`config.mk`:
```
export PLATFORM = sky130hd
export DESIGN_NAME = gpp_cmd_parser
export DESIGN_NICKNAME = d
export VERILOG_FILES = /design/src/rtl/gpp_pkg.sv /design/src/rtl/gpp_pkt_store.sv /design/src/rtl/gpp_side_fx.sv /design/src/rtl/gpp_xfer_ctrl.sv /design/src/rtl/gpp_cmd_parser.sv
export SDC_FILE = /design/constraint.sdc
export NUM_CORES = 2
export LEC_CHECK = 0
export BUFFER_PORTS_ARGS = -buffer_cell sky130_fd_sc_hd__buf_2
export CAP_MARGIN = 20
export CORE_AREA = 2 2 269 271
export DETAILED_ROUTE_END_ITERATION = 8
export DIE_AREA = 0 0 271 273
export PLACE_DENSITY = 0.75
export SYNTH_ARGS = -nofsm -noshare
export SYNTH_HDL_FRONTEND = slang
export SYNTH_SLANG_ARGS = --single-unit
```
`constraint.sdc`:
```
create_clock -name clk -period 14.8 [get_ports clk]
set_clock_uncertainty 0.2 [all_clocks]
set_input_delay 0 -clock clk [delete_from_list [all_inputs] [get_ports clk]]
set_output_delay 0 -clock clk [all_outputs]
set_load 0.005 [all_outputs]
```
`src/rtl/gpp_pkg.sv`:
```
package gpp_pkg;

    typedef enum logic [2:0] {
        ST_IDLE   = 3'd0,
        ST_GATHER = 3'd1,
        ST_FRAME  = 3'd2,
        ST_EMIT   = 3'd3,
        ST_XFER   = 3'd4
    } state_e;

    localparam logic [7:0] CMD_VRAM_WR = 8'hA0;
    localparam logic [7:0] CMD_VRAM_RD = 8'hC0;
    localparam logic [7:0] CMD_DRAWMODE = 8'hE1;
    localparam logic [7:0] CMD_MASKSET  = 8'hE6;

    // Number of parameter words following a command word.
    function automatic logic [3:0] param_count(input logic [7:0] c);
        logic [3:0] n;
        if (c[7:5] == 3'b001) begin
            unique case (c[4:2])
                3'b000: n = 4'd3;
                3'b001: n = 4'd6;
                3'b010: n = 4'd4;
                3'b011: n = 4'd8;
                3'b100: n = 4'd5;
                3'b101: n = 4'd8;
                3'b110: n = 4'd7;
                default: n = 4'd11;
            endcase
        end else begin
            unique case (c)
                8'h02:       n = 4'd2;
                8'h80:       n = 4'd3;
                CMD_VRAM_WR: n = 4'd2;
                CMD_VRAM_RD: n = 4'd2;
                default:     n = 4'd0;
            endcase
        end
        return n;
    endfunction

endpackage

```
`src/rtl/gpp_pkt_store.sv`:
```
module gpp_pkt_store #(
    parameter int DW    = 32,
    parameter int DEPTH = 12,
    localparam int AW   = $clog2(DEPTH)
) (
    input  logic                      clk,
    input  logic                      rst_n,
    input  logic                      wr_en,
    input  logic [AW-1:0]             wr_idx,
    input  logic [DW-1:0]             wr_data,
    output logic [DEPTH-1:0][DW-1:0]  words_o
);

    for (genvar e = 0; e < DEPTH; e++) begin : g_slot
        always_ff @(posedge clk) begin
            if (!rst_n) begin
                words_o[e] <= '0;
            end else if (wr_en && wr_idx == AW'(e)) begin
                words_o[e] <= wr_data;
            end
        end
    end

endmodule

```
`src/rtl/gpp_side_fx.sv`:
```
module gpp_side_fx #(
    parameter int DW    = 32,
    parameter int ENV_N = 8,
    parameter int ST_W  = 13,
    localparam int IDX_W = $clog2(ENV_N)
) (
    input  logic                    clk,
    input  logic                    rst_n,
    input  logic                    fire,
    input  logic [DW-1:0]           word0,
    input  logic [8:0]              word4_lo,
    input  logic [8:0]              word5_lo,
    output logic [ST_W-1:0]         status_o,
    output logic [ENV_N*DW-1:0]     env_o
);
    import gpp_pkg::*;

    logic [7:0] cmd;
    logic [ST_W-1:0] status_nx;

    assign cmd = word0[DW-1 -: 8];

    always_comb begin
        status_nx = status_o;
        if ((cmd & 8'hF4) == 8'h24) begin
            status_nx[8:0] = word4_lo;
        end else if ((cmd & 8'hF4) == 8'h34) begin
            status_nx[8:0] = word5_lo;
        end else if (cmd == CMD_DRAWMODE) begin
            status_nx[10:0] = word0[10:0];
        end else if (cmd == CMD_MASKSET) begin
            status_nx[12:11] = word0[1:0];
        end
    end

    always_ff @(posedge clk) begin
        if (!rst_n) begin
            status_o <= '0;
        end else if (fire) begin
            status_o <= status_nx;
        end
    end

    for (genvar i = 0; i < ENV_N; i++) begin : g_env
        always_ff @(posedge clk) begin
            if (!rst_n) begin
                env_o[i*DW +: DW] <= '0;
            end else if (fire && cmd[7:3] == 5'b11100 && cmd[IDX_W-1:0] == IDX_W'(i)) begin
                env_o[i*DW +: DW] <= word0;
            end
        end
    end

endmodule

```
`src/rtl/gpp_xfer_ctrl.sv`:
```
module gpp_xfer_ctrl #(
    parameter int XFER_W = 32
) (
    input  logic              clk,
    input  logic              rst_n,
    input  logic [31:0]       size_word,
    input  logic              load,
    input  logic              step,
    output logic              empty_o,
    output logic              last_o
);

    logic [31:0]       area;
    logic [XFER_W-1:0] words;
    logic [XFER_W-1:0] remain;

    // Two 16-bit pixels per word, rounding up.
    always_comb begin
        area  = 32'(size_word[15:0]) * 32'(size_word[31:16]);
        words = XFER_W'(area[31:1]) + XFER_W'(area[0]);
    end

    assign empty_o = (words == '0);
    assign last_o  = (remain == XFER_W'(1));

    always_ff @(posedge clk) begin
        if (!rst_n) begin
            remain <= '0;
        end else if (load) begin
            remain <= words;
        end else if (step && remain != '0) begin
            remain <= remain - XFER_W'(1);
        end
    end

endmodule

```
`src/rtl/gpp_cmd_parser.sv`:
```
module gpp_cmd_parser #(
    parameter int PKT_MAX = 12,
    parameter int ENV_N   = 8,
    parameter int XFER_W  = 32,
    parameter int ST_W    = 13,
    localparam int DW     = 32,
    localparam int AW     = $clog2(PKT_MAX),
    localparam int CW     = $clog2(PKT_MAX + 1)
) (
    input  logic                 clk,
    input  logic                 rst_n,
    input  logic                 in_valid,
    output logic                 in_ready,
    input  logic [DW-1:0]        in_data,
    output logic                 pkt_valid,
    input  logic                 pkt_ready,
    output logic [DW-1:0]        pkt_data,
    output logic                 pkt_first,
    output logic                 pkt_last,
    output logic                 dirty_mark,
    output logic                 xfer_start,
    output logic                 xfer_read,
    output logic [DW-1:0]        xfer_pos,
    output logic [DW-1:0]        xfer_size,
    output logic                 xfer_wvalid,
    input  logic                 xfer_wready,
    output logic [DW-1:0]        xfer_wdata,
    output logic                 xfer_wlast,
    output logic [ST_W-1:0]      status_bits,
    output logic [ENV_N*DW-1:0]  env_regs
);
    import gpp_pkg::*;

    state_e state, state_nx;

    logic [CW-1:0]                held;
    logic [CW-1:0]                need;
    logic [AW-1:0]                emit_idx;
    logic [PKT_MAX-1:0][DW-1:0]   words;
    logic [CW-1:0]                len_in;
    logic                         hs_in;
    logic                         wr_en;
    logic [AW-1:0]                wr_idx;
    logic [7:0]                   fcmd;
    logic                         is_xfer;
    logic                         fire;
    logic                         xc_load;
    logic                         xc_empty;
    logic                         xc_last;
    logic                         emit_done;

    assign len_in    = CW'(param_count(in_data[DW-1 -: 8])) + CW'(1);
    assign hs_in     = in_valid && in_ready;
    assign fcmd      = words[0][DW-1 -: 8];
    assign is_xfer   = (fcmd == CMD_VRAM_WR) || (fcmd == CMD_VRAM_RD);
    assign fire      = (state == ST_FRAME);
    assign xc_load   = fire && fcmd == CMD_VRAM_WR;
    assign wr_en     = hs_in && (state == ST_IDLE || state == ST_GATHER);
    assign wr_idx    = (state == ST_IDLE) ? '0 : AW'(held);
    assign emit_done = pkt_ready && (CW'(emit_idx) == need - CW'(1));

    gpp_pkt_store #(.DW(DW), .DEPTH(PKT_MAX)) u_store (
        .clk     (clk),
        .rst_n   (rst_n),
        .wr_en   (wr_en),
        .wr_idx  (wr_idx),
        .wr_data (in_data),
        .words_o (words)
    );

    gpp_side_fx #(.DW(DW), .ENV_N(ENV_N), .ST_W(ST_W)) u_fx (
        .clk      (clk),
        .rst_n    (rst_n),
        .fire     (fire),
        .word0    (words[0]),
        .word4_lo (words[4][8:0]),
        .word5_lo (words[5][8:0]),
        .status_o (status_bits),
        .env_o    (env_regs)
    );

    gpp_xfer_ctrl #(.XFER_W(XFER_W)) u_xfer (
        .clk       (clk),
        .rst_n     (rst_n),
        .size_word (words[2]),
        .load      (xc_load),
        .step      (xfer_wvalid && xfer_wready),
        .empty_o   (xc_empty),
        .last_o    (xc_last)
    );

    // State register
    always_ff @(posedge clk) begin
        if (!rst_n) begin
            state <= ST_IDLE;
        end else begin
            state <= state_nx;
        end
    end

    // Next-state decision
    always_comb begin
        state_nx = state;
        unique case (state)
            ST_IDLE: begin
                if (hs_in) begin
                    state_nx = (len_in == CW'(1)) ? ST_FRAME : ST_GATHER;
                end
            end
            ST_GATHER: begin
                if (hs_in && held + CW'(1) == need) begin
                    state_nx = ST_FRAME;
                end
            end
            ST_FRAME: begin
                if (!is_xfer) begin
                    state_nx = ST_EMIT;
                end else if (fcmd == CMD_VRAM_WR && !xc_empty) begin
                    state_nx = ST_XFER;
                end else begin
                    state_nx = ST_IDLE;
                end
            end
            ST_EMIT: begin
                if (emit_done) begin
                    state_nx = ST_IDLE;
                end
            end
            ST_XFER: begin
                if (hs_in && xc_last) begin
                    state_nx = ST_IDLE;
                end
            end
            default: state_nx = ST_IDLE;
        endcase
    end

    // Packet bookkeeping counters
    always_ff @(posedge clk) begin
        if (!rst_n) begin
            held     <= '0;
            need     <= '0;
            emit_idx <= '0;
        end else begin
            unique case (state)
                ST_IDLE: begin
                    if (hs_in) begin
                        held <= CW'(1);
                        need <= len_in;
                    end
                end
                ST_GATHER: begin
                    if (hs_in) begin
                        held <= held + CW'(1);
                    end
                end
                ST_FRAME: emit_idx <= '0;
                ST_EMIT: begin
                    if (pkt_ready) begin
                        emit_idx <= emit_idx + AW'(1);
                    end
                end
                default: ;
            endcase
        end
    end

    // Outputs
    always_comb begin
        in_ready    = 1'b0;
        pkt_valid   = 1'b0;
        pkt_data    = words[emit_idx];
        pkt_first   = (emit_idx == '0);
        pkt_last    = (CW'(emit_idx) == need - CW'(1));
        dirty_mark  = 1'b0;
        xfer_start  = 1'b0;
        xfer_read   = (fcmd == CMD_VRAM_RD);
        xfer_pos    = words[1];
        xfer_size   = words[2];
        xfer_wvalid = 1'b0;
        xfer_wdata  = in_data;
        xfer_wlast  = xc_last;
        unique case (state)
            ST_IDLE, ST_GATHER: in_ready = 1'b1;
            ST_FRAME: begin
                dirty_mark = (fcmd >= 8'h02) && (fcmd <= 8'hBF);
                xfer_start = is_xfer;
            end
            ST_EMIT: pkt_valid = 1'b1;
            ST_XFER: begin
                in_ready    = xfer_wready;
                xfer_wvalid = in_valid;
            end
            default: ;
        endcase
    end

endmodule

```
==> results.md <==
* Status: complete, no violations
* Crit path cell chain: nand2_1, fa_1, fa_1, fa_1, inv_1, fa_1, fa_1, inv_1, fa_1, inv_1, ha_1, nand4_1, a2111oi_2, a22oi_1, a22oi_1, xor2_1, and3_1, nand3_2, or3_1, a221o_1, a2111oi_2, a31oi_1
* Unrepaired setup endpoints after global routing: no
* Slew HR at 16.3%
* FFs w/ async S/R, synth at 0%
* Slew Viols, Final at 0
* Pwr/cell area at 93.7 mW/mm^2
* Core area at 0.0710 sq mm
* Depth of the worst register-to-register path at 22
* Initial drt markers at 3838
* Final min period at 8.20 ns
* Setup ws final at 6.60 ns
* Residual DRC count at 0
* Htree depth at 3
* Max IR drop VDD at 88.8 uV
* Met2 Track Usage GR at 53.9%
* Leak at 0.0176 uW
* CP max stage delay at 0.99 ns
* Remaining global-route overflow at 0
* Top delay family on crit path: adder cells
* WP data required at 15.11 ns
* Crit path capture type: flip-flop
* Top-Level Pins at 443
* Cell row count at 98
* Commonest non-fill, non-tap cell in the layout: nand2_1
* Final non-filler cell area at 0.0437 sq mm
* CP Max Fanout at 19
* CP Buf/Inv Count at 3
* Hold Fails Final Rpt at 0
* Total CTS buffers at 75
* Yosys warning total at 0
* Average size of a mapped cell at 8.16 sq um
* Initial antenna violation count at 2
* Clock Path Buffers at 3
* Min-Delay Startpoint: in_data[12]
* Stages on worst setup path at 22
* Nets at 5259
* CP Launch Type: flip-flop
* Die Area at 0.0740 sq mm
* Mapped Nets at 5111
* Final-report setup violation count at 0
* Total GRT Usage at 33.3%
* Seq cells post-synth at 700
* Register area share after synthesis at 36.0%
* Slowest CP cell: dfxtp_1
* Worst Hold Depth at 4
* Total power at 4090 uW
* Synth Instances at 4766
* Commonest cells after routing, fill and taps aside: nand2_1 (1397), dfxtp_1 (697), a21oi_1 (645)
* Area grow syn2layout at 12.3%
* TritonCTS clock tree: yes
* Final setup TNS at 0 ns
* Pin count of the biggest net entering global routing at 248
* Hpwl dp at 85800 um
* Worst setup path startpoint: u_store.words_o[76]
* Total number of vias at 34600
* M3 GR Usage at 8.42%
* Worst Max-Slew Pin Slew at 1.26 ns
* Number of global-route vias before repair at 32800
* Clock Sinks at 700
* Die width at 271 um
* Post-Place Setup Slack at 6.66 ns
* Clock latency on the worst-skew pair at 0.64 ns
* Most Used Layer, Global Route: met2
* Top_reg_cell synth: dfxtp_1
* Synth Cell Area at 0.0389 sq mm
* EDFF count, synth at 0
* Hold Path Class: in -> reg
* Part of the cycle the worst path needs at 55.4%
* IO buf count at 442
* Critical Path Most Common Cell: fa_1
* Arr. time, crit path at 8.51 ns
* WL per Instance at 21.3 um
* Final ANT Viol Nets at 0
* Max frequency at 122 MHz
* Routed vias/inst at 5.83
* Drt pass-1 iters at 6
* Yosys cell types at 87
* Overall die height at 273 um
* Clk root buf: clkbuf_16
* First-pass GRT wire length at 193000 um
* Initial Utilization at 54.8%
* Final Core Density at 61.5%
* Routability Congestion at 0.899
* Setup CP Type: reg -> reg
* Layout cells sized above 1 at 15.7%
* Clock transition at path regs at 0.06 ns
* Routed WL at 126000 um
* Met1 Usage GRT at 41.9%
* Max_cap viols at 0
* RR Startpoint: u_store.words_o[76]
* Cell Area, Placed at 0.0407 sq mm
==> tightest hold or removal path, stage by stage <==
cell	delay [ns]
dlygate4sd3_1	0.53
buf_2	0.22
nand2_1	0.09
a21oi_1	0.05
==> flip-flops by register name, summed over array words and instances, names as in the netlist <==
| signal | flops |
|---|---|
| u_store.words_o | 384 |
| u_fx.env_o | 256 |
| u_xfer.remain | 32 |
| u_fx.status_o | 13 |
| emit_idx | 4 |
| held | 4 |
| need | 4 |
| state | 3 |
==> synthesized netlist by cell type (all sizes together), types with 14 or more instances <==
cell type	number	area, sq um
nand2	1399	5260
o21ai	36	184
inv	281	1050
or3	16	100
dfxtp	700	14000
nand3b	19	143
and3	41	262
ha	114	1430
o211ai	16	144
nor4	23	174
fa	194	3880
o22ai	33	206
nor2	185	694
a21oi	647	3250
nor3	40	205
mux4	96	2160
and2	126	788
nand4	14	87.6
a211oi	25	215
a31oi	15	109
mux2i	35	350
xor2	33	297
buf	135	896
nand3	33	183
or4	14	105
xnor2	50	464
clkbuf	324	1220
==> path summary, 6_finish.rpt <==
| path | end | slack, ns |
|---|---|---|
| max | state[2] | 6.60 |
| min reg2reg | u_fx.env_o[87] | 0.25 |
| max reg2reg | state[2] | 6.60 |
| min | u_store.words_o[364] | 0.1 |
==> through the flow <==
step,hold WS [ns],instances
3_3_place_gp,0.125,5747
6_report,0.0962,5923
3_5_place_dp,0.139,5747
2_1_floorplan,-0.119,4766
5_1_grt,0.109,5923
4_1_cts,0.0711,5918
==> report_power, final <==
part | switching [uW] | leakage [uW] | internal, uW
registers | 61.3 | 0.00564 | 1900
clock network | 822 | 0.00125 | 1110
logic | 135 | 0.0108 | 63.8
total | 1020 | 0.0176 | 3070
==> kinds of logic after synthesis <==
group | synth area share, %
simple gates | 21.4
compound gates | 12.3
buf+inv | 8.14
flops | 36.0
fa+ha+maj | 13.7
mux | 6.46
xor+xnor | 1.96
==> metal layers <==
| metal | wire length, um | up-vias |
|---|---|---|
| met4 | 6110 | 0 |
| li1 | - | 15800 |
| met5 | 0 | - |
| met2 | 58200 | 1862 |
| met3 | 13900 | 337 |
| met1 | 48200 | 16600 |
==> repair_timing <==
action	CTS	global route
setup buffers	0	0
hold endpoints to repair	442	0
hold buffers	36	0
resized for setup	0	0
==> cell type report <==
class	count	area (sq um)
Tap cell	950	1190
Clock inverter	28	340
Timing Repair Buffer	530	3070
Sequential cell	700	14000
Clock buffer	107	2190
Fill cell	6036	27300
Multi-Input combinational cell	3326	21800
Antenna cell	1	2.50
Inverter	281	1060
(Power assumes the default switching activity.)
